===== src/rtl/desc_ring_pkg.sv =====
package desc_ring_pkg;
  localparam int unsigned BYTE_W    = 8;
  localparam int unsigned WORD_W    = 32;
  localparam int unsigned CNT_W     = 16;
  localparam int unsigned SLOT_B    = 8;
  localparam int unsigned FLG_INT   = 15;
  localparam int unsigned FLG_EOT   = 14;
  localparam int unsigned CTRL_EN   = 0;
  localparam int unsigned CTRL_P2M  = 3;
  localparam int unsigned CTRL_SYS  = 5;

  typedef enum logic [2:0] {
    REG_CTRL = 3'd0,
    REG_RST  = 3'd1,
    REG_HALT = 3'd2,
    REG_BASE = 3'd3,
    REG_SIZE = 3'd4,
    REG_BELL = 3'd5,
    REG_CONS = 3'd6
  } reg_idx_e;

  typedef enum logic [2:0] {
    ST_IDLE,
    ST_FETCH_A,
    ST_FETCH_B,
    ST_RD,
    ST_TX,
    ST_RX,
    ST_WR,
    ST_DONE
  } eng_state_e;
endpackage


===== src/rtl/desc_ring_regs.sv =====
module desc_ring_regs
  import desc_ring_pkg::*;
#(
  parameter int unsigned ADDR_W = 32,
  parameter int unsigned OFS_W  = 16
) (
  input  logic              clk_i,
  input  logic              rst_ni,
  input  logic              we_i,
  input  logic [2:0]        idx_i,
  input  logic [31:0]       wdata_i,
  input  logic [OFS_W-1:0]  cons_i,
  output logic [31:0]       rdata_o,
  output logic              en_o,
  output logic              p2m_o,
  output logic              halt_o,
  output logic              soft_rst_o,
  output logic [ADDR_W-1:0] base_o,
  output logic [OFS_W-1:0]  size_o,
  output logic [OFS_W-1:0]  bell_o
);
  logic              rst_q, en_q, p2m_q, sys_q, halt_q;
  logic [ADDR_W-1:0] base_q;
  logic [OFS_W-1:0]  size_q, bell_q;

  always_ff @(posedge clk_i or negedge rst_ni) begin
    if (!rst_ni) begin
      rst_q <= 1'b0;
    end else if (we_i && reg_idx_e'(idx_i) == REG_RST) begin
      rst_q <= wdata_i[0];
    end
  end

  always_ff @(posedge clk_i or negedge rst_ni) begin
    if (!rst_ni) begin
      en_q   <= 1'b0;
      p2m_q  <= 1'b0;
      sys_q  <= 1'b0;
      halt_q <= 1'b0;
      base_q <= '0;
      size_q <= '0;
      bell_q <= '0;
    end else if (rst_q) begin
      en_q   <= 1'b0;
      p2m_q  <= 1'b0;
      sys_q  <= 1'b0;
      halt_q <= 1'b0;
      base_q <= '0;
      size_q <= '0;
      bell_q <= '0;
    end else if (we_i) begin
      case (reg_idx_e'(idx_i))
        REG_CTRL: begin
          en_q  <= wdata_i[CTRL_EN];
          p2m_q <= wdata_i[CTRL_P2M];
          sys_q <= wdata_i[CTRL_SYS];
        end
        REG_HALT: halt_q <= wdata_i[0];
        REG_BASE: base_q <= {wdata_i[ADDR_W-1:3], 3'b000};
        REG_SIZE: size_q <= wdata_i[OFS_W-1:0];
        REG_BELL: bell_q <= wdata_i[OFS_W-1:0];
        default: ;
      endcase
    end
  end

  always_comb begin
    rdata_o = '0;
    case (reg_idx_e'(idx_i))
      REG_CTRL: begin
        rdata_o[CTRL_EN]  = en_q;
        rdata_o[CTRL_P2M] = p2m_q;
        rdata_o[CTRL_SYS] = sys_q;
      end
      REG_RST:  rdata_o[0] = rst_q;
      REG_HALT: rdata_o[0] = halt_q;
      REG_BASE: rdata_o[ADDR_W-1:0] = base_q;
      REG_SIZE: rdata_o[OFS_W-1:0] = size_q;
      REG_BELL: rdata_o[OFS_W-1:0] = bell_q;
      REG_CONS: rdata_o[OFS_W-1:0] = cons_i;
      default:  rdata_o = '0;
    endcase
  end

  assign en_o       = en_q;
  assign p2m_o      = p2m_q;
  assign halt_o     = halt_q;
  assign soft_rst_o = rst_q;
  assign base_o     = base_q;
  assign size_o     = size_q;
  assign bell_o     = bell_q;
endmodule


===== src/rtl/desc_ring_ptr.sv =====
module desc_ring_ptr
  import desc_ring_pkg::*;
#(
  parameter int unsigned OFS_W = 16
) (
  input  logic             clk_i,
  input  logic             rst_ni,
  input  logic             clr_i,
  input  logic             adv_i,
  input  logic [OFS_W-1:0] size_i,
  output logic [OFS_W-1:0] cons_o
);
  logic [OFS_W-1:0] cons_q;
  logic [OFS_W:0]   step;

  assign step = {1'b0, cons_q} + (OFS_W+1)'(SLOT_B);

  always_ff @(posedge clk_i or negedge rst_ni) begin
    if (!rst_ni) begin
      cons_q <= '0;
    end else if (clr_i) begin
      cons_q <= '0;
    end else if (adv_i) begin
      // wrap once the slot after this one would sit at or past the ring end
      cons_q <= (step >= {1'b0, size_i}) ? '0 : step[OFS_W-1:0];
    end
  end

  assign cons_o = cons_q;
endmodule


===== src/rtl/desc_ring_engine.sv =====
module desc_ring_engine
  import desc_ring_pkg::*;
#(
  parameter int unsigned ADDR_W = 32,
  parameter int unsigned OFS_W  = 16
) (
  input  logic              clk_i,
  input  logic              rst_ni,
  input  logic              clr_i,
  input  logic              en_i,
  input  logic              p2m_i,
  input  logic              halt_i,
  input  logic [ADDR_W-1:0] base_i,
  input  logic [OFS_W-1:0]  cons_i,
  input  logic [OFS_W-1:0]  bell_i,
  output logic              adv_o,
  output logic              idle_o,
  output logic              mem_req_o,
  output logic              mem_we_o,
  output logic [ADDR_W-1:0] mem_addr_o,
  output logic [BYTE_W-1:0] mem_wdata_o,
  input  logic              mem_ack_i,
  input  logic [WORD_W-1:0] mem_rdata_i,
  output logic              tx_valid_o,
  output logic [BYTE_W-1:0] tx_data_o,
  input  logic              tx_ready_i,
  input  logic              rx_valid_i,
  input  logic [BYTE_W-1:0] rx_data_i,
  output logic              rx_ready_o,
  output logic              done_evt_o,
  output logic              eot_evt_o
);
  eng_state_e        state_q;
  logic              req_q, we_q, int_q, eot_q;
  logic [ADDR_W-1:0] addr_q, buf_q;
  logic [BYTE_W-1:0] byte_q;
  logic [CNT_W-1:0]  cnt_q, idx_q;

  logic [CNT_W-1:0]  idx_nxt, new_cnt;
  logic              last_beat, issue, granted;
  logic [ADDR_W-1:0] slot_addr, beat_addr;

  assign idx_nxt   = idx_q + CNT_W'(1);
  assign last_beat = (idx_nxt == cnt_q);
  assign slot_addr = base_i + ADDR_W'(cons_i);
  assign beat_addr = buf_q + ADDR_W'(idx_q);
  assign issue     = !req_q && !halt_i;
  assign granted   = req_q && mem_ack_i;
  assign new_cnt   = mem_rdata_i[CNT_W-1:0];

  always_ff @(posedge clk_i or negedge rst_ni) begin
    if (!rst_ni) begin
      state_q <= ST_IDLE;
      req_q   <= 1'b0;
      we_q    <= 1'b0;
      int_q   <= 1'b0;
      eot_q   <= 1'b0;
      addr_q  <= '0;
      buf_q   <= '0;
      byte_q  <= '0;
      cnt_q   <= '0;
      idx_q   <= '0;
    end else if (clr_i) begin
      state_q <= ST_IDLE;
      req_q   <= 1'b0;
      we_q    <= 1'b0;
      int_q   <= 1'b0;
      eot_q   <= 1'b0;
      addr_q  <= '0;
      buf_q   <= '0;
      byte_q  <= '0;
      cnt_q   <= '0;
      idx_q   <= '0;
    end else begin
      case (state_q)
        ST_IDLE: begin
          if (en_i && !halt_i && cons_i != bell_i) state_q <= ST_FETCH_A;
        end
        ST_FETCH_A: begin
          if (issue) begin
            req_q  <= 1'b1;
            we_q   <= 1'b0;
            addr_q <= slot_addr;
          end else if (granted) begin
            req_q   <= 1'b0;
            buf_q   <= ADDR_W'(mem_rdata_i);
            state_q <= ST_FETCH_B;
          end
        end
        ST_FETCH_B: begin
          if (issue) begin
            req_q  <= 1'b1;
            we_q   <= 1'b0;
            addr_q <= slot_addr + ADDR_W'(4);
          end else if (granted) begin
            req_q <= 1'b0;
            cnt_q <= new_cnt;
            int_q <= mem_rdata_i[CNT_W+FLG_INT];
            eot_q <= mem_rdata_i[CNT_W+FLG_EOT];
            idx_q <= '0;
            if (new_cnt == '0)  state_q <= ST_DONE;
            else if (p2m_i)     state_q <= ST_RX;
            else                state_q <= ST_RD;
          end
        end
        ST_RD: begin
          if (issue) begin
            req_q  <= 1'b1;
            we_q   <= 1'b0;
            addr_q <= beat_addr;
          end else if (granted) begin
            req_q   <= 1'b0;
            byte_q  <= mem_rdata_i[BYTE_W-1:0];
            state_q <= ST_TX;
          end
        end
        ST_TX: begin
          // a presented byte stays until taken, halt or not
          if (tx_ready_i) begin
            idx_q   <= idx_nxt;
            state_q <= last_beat ? ST_DONE : ST_RD;
          end
        end
        ST_RX: begin
          if (rx_valid_i && !halt_i) begin
            byte_q  <= rx_data_i;
            state_q <= ST_WR;
          end
        end
        ST_WR: begin
          if (issue) begin
            req_q  <= 1'b1;
            we_q   <= 1'b1;
            addr_q <= beat_addr;
          end else if (granted) begin
            req_q   <= 1'b0;
            we_q    <= 1'b0;
            idx_q   <= idx_nxt;
            state_q <= last_beat ? ST_DONE : ST_RX;
          end
        end
        ST_DONE: state_q <= ST_IDLE;
        default: state_q <= ST_IDLE;
      endcase
    end
  end

  assign adv_o       = (state_q == ST_DONE);
  assign done_evt_o  = (state_q == ST_DONE) && int_q;
  assign eot_evt_o   = (state_q == ST_DONE) && eot_q;
  assign idle_o      = (state_q == ST_IDLE) && en_i && (cons_i == bell_i);
  assign mem_req_o   = req_q;
  assign mem_we_o    = we_q;
  assign mem_addr_o  = addr_q;
  assign mem_wdata_o = byte_q;
  assign tx_valid_o  = (state_q == ST_TX);
  assign tx_data_o   = byte_q;
  assign rx_ready_o  = (state_q == ST_RX) && !halt_i;
endmodule


===== src/rtl/desc_ring_pipe.sv =====
module desc_ring_pipe
  import desc_ring_pkg::*;
#(
  parameter int unsigned ADDR_W = 32,
  parameter int unsigned OFS_W  = 16
) (
  input  logic              clk_i,
  input  logic              rst_ni,
  input  logic              reg_we_i,
  input  logic [2:0]        reg_addr_i,
  input  logic [31:0]       reg_wdata_i,
  output logic [31:0]       reg_rdata_o,
  output logic              mem_req_o,
  output logic              mem_we_o,
  output logic [ADDR_W-1:0] mem_addr_o,
  output logic [7:0]        mem_wdata_o,
  input  logic              mem_ack_i,
  input  logic [31:0]       mem_rdata_i,
  output logic              tx_valid_o,
  output logic [7:0]        tx_data_o,
  input  logic              tx_ready_i,
  input  logic              rx_valid_i,
  input  logic [7:0]        rx_data_i,
  output logic              rx_ready_o,
  output logic              done_evt_o,
  output logic              eot_evt_o,
  output logic              out_of_desc_o
);
  logic              en_w, p2m_w, halt_w, soft_rst_w, adv_w;
  logic [ADDR_W-1:0] base_w;
  logic [OFS_W-1:0]  size_w, bell_w, cons_w;

  desc_ring_regs #(.ADDR_W(ADDR_W), .OFS_W(OFS_W)) u_regs (
    .clk_i      (clk_i),
    .rst_ni     (rst_ni),
    .we_i       (reg_we_i),
    .idx_i      (reg_addr_i),
    .wdata_i    (reg_wdata_i),
    .cons_i     (cons_w),
    .rdata_o    (reg_rdata_o),
    .en_o       (en_w),
    .p2m_o      (p2m_w),
    .halt_o     (halt_w),
    .soft_rst_o (soft_rst_w),
    .base_o     (base_w),
    .size_o     (size_w),
    .bell_o     (bell_w)
  );

  desc_ring_ptr #(.OFS_W(OFS_W)) u_ptr (
    .clk_i  (clk_i),
    .rst_ni (rst_ni),
    .clr_i  (soft_rst_w),
    .adv_i  (adv_w),
    .size_i (size_w),
    .cons_o (cons_w)
  );

  desc_ring_engine #(.ADDR_W(ADDR_W), .OFS_W(OFS_W)) u_eng (
    .clk_i       (clk_i),
    .rst_ni      (rst_ni),
    .clr_i       (soft_rst_w),
    .en_i        (en_w),
    .p2m_i       (p2m_w),
    .halt_i      (halt_w),
    .base_i      (base_w),
    .cons_i      (cons_w),
    .bell_i      (bell_w),
    .adv_o       (adv_w),
    .idle_o      (out_of_desc_o),
    .mem_req_o   (mem_req_o),
    .mem_we_o    (mem_we_o),
    .mem_addr_o  (mem_addr_o),
    .mem_wdata_o (mem_wdata_o),
    .mem_ack_i   (mem_ack_i),
    .mem_rdata_i (mem_rdata_i),
    .tx_valid_o  (tx_valid_o),
    .tx_data_o   (tx_data_o),
    .tx_ready_i  (tx_ready_i),
    .rx_valid_i  (rx_valid_i),
    .rx_data_i   (rx_data_i),
    .rx_ready_o  (rx_ready_o),
    .done_evt_o  (done_evt_o),
    .eot_evt_o   (eot_evt_o)
  );
endmodule


===== config.mk =====
export PLATFORM = sky130hd
export DESIGN_NAME = desc_ring_pipe
export DESIGN_NICKNAME = d
export VERILOG_FILES = /design/src/rtl/desc_ring_pkg.sv /design/src/rtl/desc_ring_regs.sv /design/src/rtl/desc_ring_ptr.sv /design/src/rtl/desc_ring_engine.sv /design/src/rtl/desc_ring_pipe.sv
export SDC_FILE = /design/constraint.sdc
export NUM_CORES = 1
export LEC_CHECK = 0
export ABC_CLOCK_PERIOD_IN_PS = 3820
export CAP_MARGIN = 10
export CORE_MARGIN = 2
export CORE_UTILIZATION = 55
export DETAILED_ROUTE_END_ITERATION = 12
export DONT_BUFFER_PORTS = 1
export GPL_ROUTABILITY_DRIVEN = 0
export PLACE_DENSITY = 0.82
export SYNTH_ARGS = -nofsm -noshare
export SYNTH_HDL_FRONTEND = slang
export SYNTH_HIERARCHICAL = 1
export SYNTH_SLANG_ARGS = --single-unit

===== constraint.sdc =====
create_clock -name clk_i -period 3.82 [get_ports clk_i]
set_input_delay 0.191 -clock clk_i [delete_from_list [all_inputs] [get_ports clk_i]]
set_output_delay 0.191 -clock clk_i [all_outputs]
set_load 0.005 [all_outputs]

==> flow_summary.json <==
{
  "cap_violations": 0,
  "pin_count": 168,
  "hold_slack_ns": -0.558,
  "tightest_slew_ns": 1.20,
  "drc": 0,
  "r2r_end": "u_eng/mem_addr_o[31]$_DFFE_PN0P_",
  "vias": 13600,
  "grt_pass1_wl_um": 68800,
  "p_leak_uw": 0.00634,
  "fin_crit_sh": 0.948,
  "r2r_cells": 10,
  "first_global_vias": 12700,
  "final_util": 0.624,
  "core_area_um2": 24500,
  "cts_root_buffer": "clkbuf_16",
  "synth_edf_count": 0,
  "arrival_ns": 3.94,
  "synth.most_common_cell": "nand2_1",
  "hold_viol": 190,
  "design_area_um2": 15300,
  "ant_nets": 0,
  "timing.slew.headroom": 0.197,
  "powerDensity_nw_per_um2": 400,
  "drt_iter0_drc": 2149,
  "cts.path.max_buffers": 2,
  "synth_top_cell_by_area": "dfrtp_1",
  "cts_buffers": 17,
  "cp_top_family": "compound AO/OA/AOI/OAI gates",
  "drive_gt1_frac": 0.0615,
  "fillCellCount": 2045,
  "grt_max_degree": 191,
  "slowest_delay_ns": 0.53,
  "nNetsFinal": 1841,
  "overflow": 0,
  "violations": "negative hold slack",
  "die_h_um": 162,
  "skew_ns": 0.0202,
  "die_x_um": 162,
  "dp.final_hpwl_um": 29700,
  "worst-r2r-setup-slack_ns": 0.20,
  "rr_startpoint": "u_ptr/cons_o[11]$_DFFE_PN0P_",
  "cts_hold_buf": 73,
  "die_area_um2": 26400,
  "end_kind": "register",
  "cts.htree.levels": 4,
  "fmax_ghz": 0.276,
  "vias_per_cell": 6.63,
  "seq_area_frac_synth": 0.345,
  "synth.top_cells.by_count": "nand2_1 (322), dfrtp_1 (190), a21oi_1 (181)",
  "peakVddDrop_mv": 0.278,
  "yosysWarnings": 6,
  "min_path_type": "in -> async",
  "tritoncts": "done",
  "syn_avg_cell_area_um2": 8.16,
  "area_growth_pct": 10.6,
  "syn_area_um2": 13800,
  "min_period_ns": 3.62,
  "placed_area_um2": 13900,
  "yosys_most_used_dff": "dfrtp_1",
  "outcome": "finished with violations",
  "fp-row-count": 57,
  "gr-usage-all-layers": 0.326,
  "setup_viol": 0,
  "start_util": 0.564,
  "crit_path_top_delay_cell": "o311ai_1",
  "synthCells": 1690,
  "clk_latency_ns": 0.45,
  "cts_resized": 0,
  "async_flop_share": 1.00,
  "crit_path_start_kind": "register",
  "diodes": 0,
  "avgRoutedWirePerCell_um": 21.0,
  "tns_ns": 0,
  "clkSlewWorstSetupHoldPaths_ns": 0.08,
  "synthTopCellsByArea": "dfrtp_1 (34%), nand2_1 (8.8%), a21oi_1 (6.6%)",
  "drv_slew": 0,
  "cp.buffers_inverters": 0,
  "worstPathCellList": "ha_1 -> nand4_1 -> a21oi_1 -> a21oi_1 -> o311ai_1 -> o22ai_1 -> o21ba_2 -> nand3_1 -> a221o_1 -> or3_1",
  "clock_sinks": 190,
  "synth.distinct_cells": 97,
  "required_ns": 4.14,
  "ys_ff_latch": 190,
  "finalWirelength_um": 43000,
  "critPathKind": "reg -> reg",
  "antenna_found_initial": 0,
  "port_buffers": 0,
  "crit_top_cell": "a21oi_1",
  "rsz0062_at_grt": "false",
  "synth_top_area_frac": 0.345,
  "cp_max_fo": 8,
  "first_pass_iters": 6
}
## per-stage QoR
step	worst slack [ns]	cells	hold WS [ns]	power, uW
finish	0.199	2047	-0.558	6100
floorplan	0.707	1694	-0.105	3610
global placement	0.461	1942	-0.0943	3970
detailed placement	0.308	1942	-0.0959	4030
CTS	0.266	2047	-0.573	6030
global route	0.0601	2047	-0.578	6370
## how the worst max path moves through the flow
stage                                 startpoint                          endpoint  slack [ns]  cells after the start
floorplan            u_ptr/cons_o[5]$_DFFE_PN0P_  u_eng/mem_addr_o[31]$_DFFE_PN0P_        0.71                     10
global placement    u_ptr/cons_o[11]$_DFFE_PN0P_  u_eng/mem_addr_o[31]$_DFFE_PN0P_        0.46                     10
detailed placement  u_ptr/cons_o[11]$_DFFE_PN0P_  u_eng/mem_addr_o[31]$_DFFE_PN0P_        0.31                     10
CTS                 u_ptr/cons_o[11]$_DFFE_PN0P_  u_eng/mem_addr_o[31]$_DFFE_PN0P_        0.27                     10
global route        u_ptr/cons_o[14]$_DFFE_PN0P_  u_eng/mem_addr_o[31]$_DFFE_PN0P_        0.06                     10
finish              u_ptr/cons_o[11]$_DFFE_PN0P_  u_eng/mem_addr_o[31]$_DFFE_PN0P_        0.20                     10
## per-layer routing
metal,wire length [um],vias up,global-route usage,share of wire
met1,16800,6462,0.432,0.39
met5,0,-,0,0
li1,-,6096,-,-
met2,20000,878,0.532,0.46
met3,4680,130,0.0670,0.11
met4,1530,0,0.115,0.036
## sequential cells by signal, summed over array words and instances, names as in the netlist, 3 cells and up
name and count:
u_ptr/cons_o 13, u_eng/cnt_q 16, u_eng/buf_q 32, u_regs/size_o 16, u_regs/bell_o 16, u_eng/idx_q 16
u_eng/mem_addr_o 32, u_regs/base_o 29, u_eng/mem_wdata_o 8, u_eng/state_q 3
## cells by family (layout without fill, tap and decap cells)
group                      count (synthesis)  count (layout)  share of synthesized area
buffers and inverters                    139             168                     0.0503
and+or+nand+nor                          715             715                      0.253
adders and majority gates                 50              50                     0.0465
DFF                                      190             190                      0.345
xor gates and xnor gates                 108             108                     0.0686
muxes                                     33              33                     0.0247
AOI/OAI and AO/OA                        453             453                      0.211
other                                      2               6                   0.000545
## layout by cell type (no fill, tap or decap), types with 6 or more instances in the layout
cell type and n:
buf_4 31, and4_1 8, or3_1 12, o22ai_1 9, dfrtp_1 189, a21o_1 11, nand2_1 322, clkbuf_16 17
conb_1 6, a31oi_1 11, a21oi_1 181, a221oi_1 10, nand2b_1 12, nand3_1 52, a22o_1 8, a221o_1 17
dlygate4sd3_1 73, ha_1 48, o21ai_1 8, inv_1 31, mux2i_1 25, a211oi_1 19, xnor2_1 74, o221ai_1 7
nor3b_1 6, or4_1 6, nor2_1 120, o21ai_0 70, and2_1 30, mux2_2 7, nor4_1 12, o31ai_1 21
nor2b_1 8, and3_1 23, nand4_1 35, o211ai_1 11, nor3_1 33, xor2_1 34, o21a_1 10
## worst reg2reg max path, cell delays in order (launching register included)
cell,delay [ns]
dfrtp_1,0.52
ha_1,0.52
nand4_1,0.24
a21oi_1,0.23
a21oi_1,0.13
o311ai_1,0.53
o22ai_1,0.20
o21ba_2,0.31
nand3_1,0.13
a221o_1,0.32
or3_1,0.36
## repair_timing
item                                    CTS  global route
endpoints found under the setup margin    0             0
buffers inserted                          0             0
endpoints found under the hold margin   315           190
## final cells by class
class	instances	area, um2	area share
Sequential cell	190	4760	0.312
Tap cell	324	405	0.0266
Clock buffer	17	425	0.0279
Multi-Input combinational cell	1365	8370	0.548
Clock inverter	15	216	0.0142
Inverter	32	120	0.00787
Timing Repair Buffer	104	963	0.0632
## where the power goes
part,switching [uW],total (uW),internal [uW]
logic,1040,1600,565
clock network,930,1950,1020
registers,302,2550,2250
total,2270,6100,3830
No activity file was read; power rests on OpenSTA's default activity.
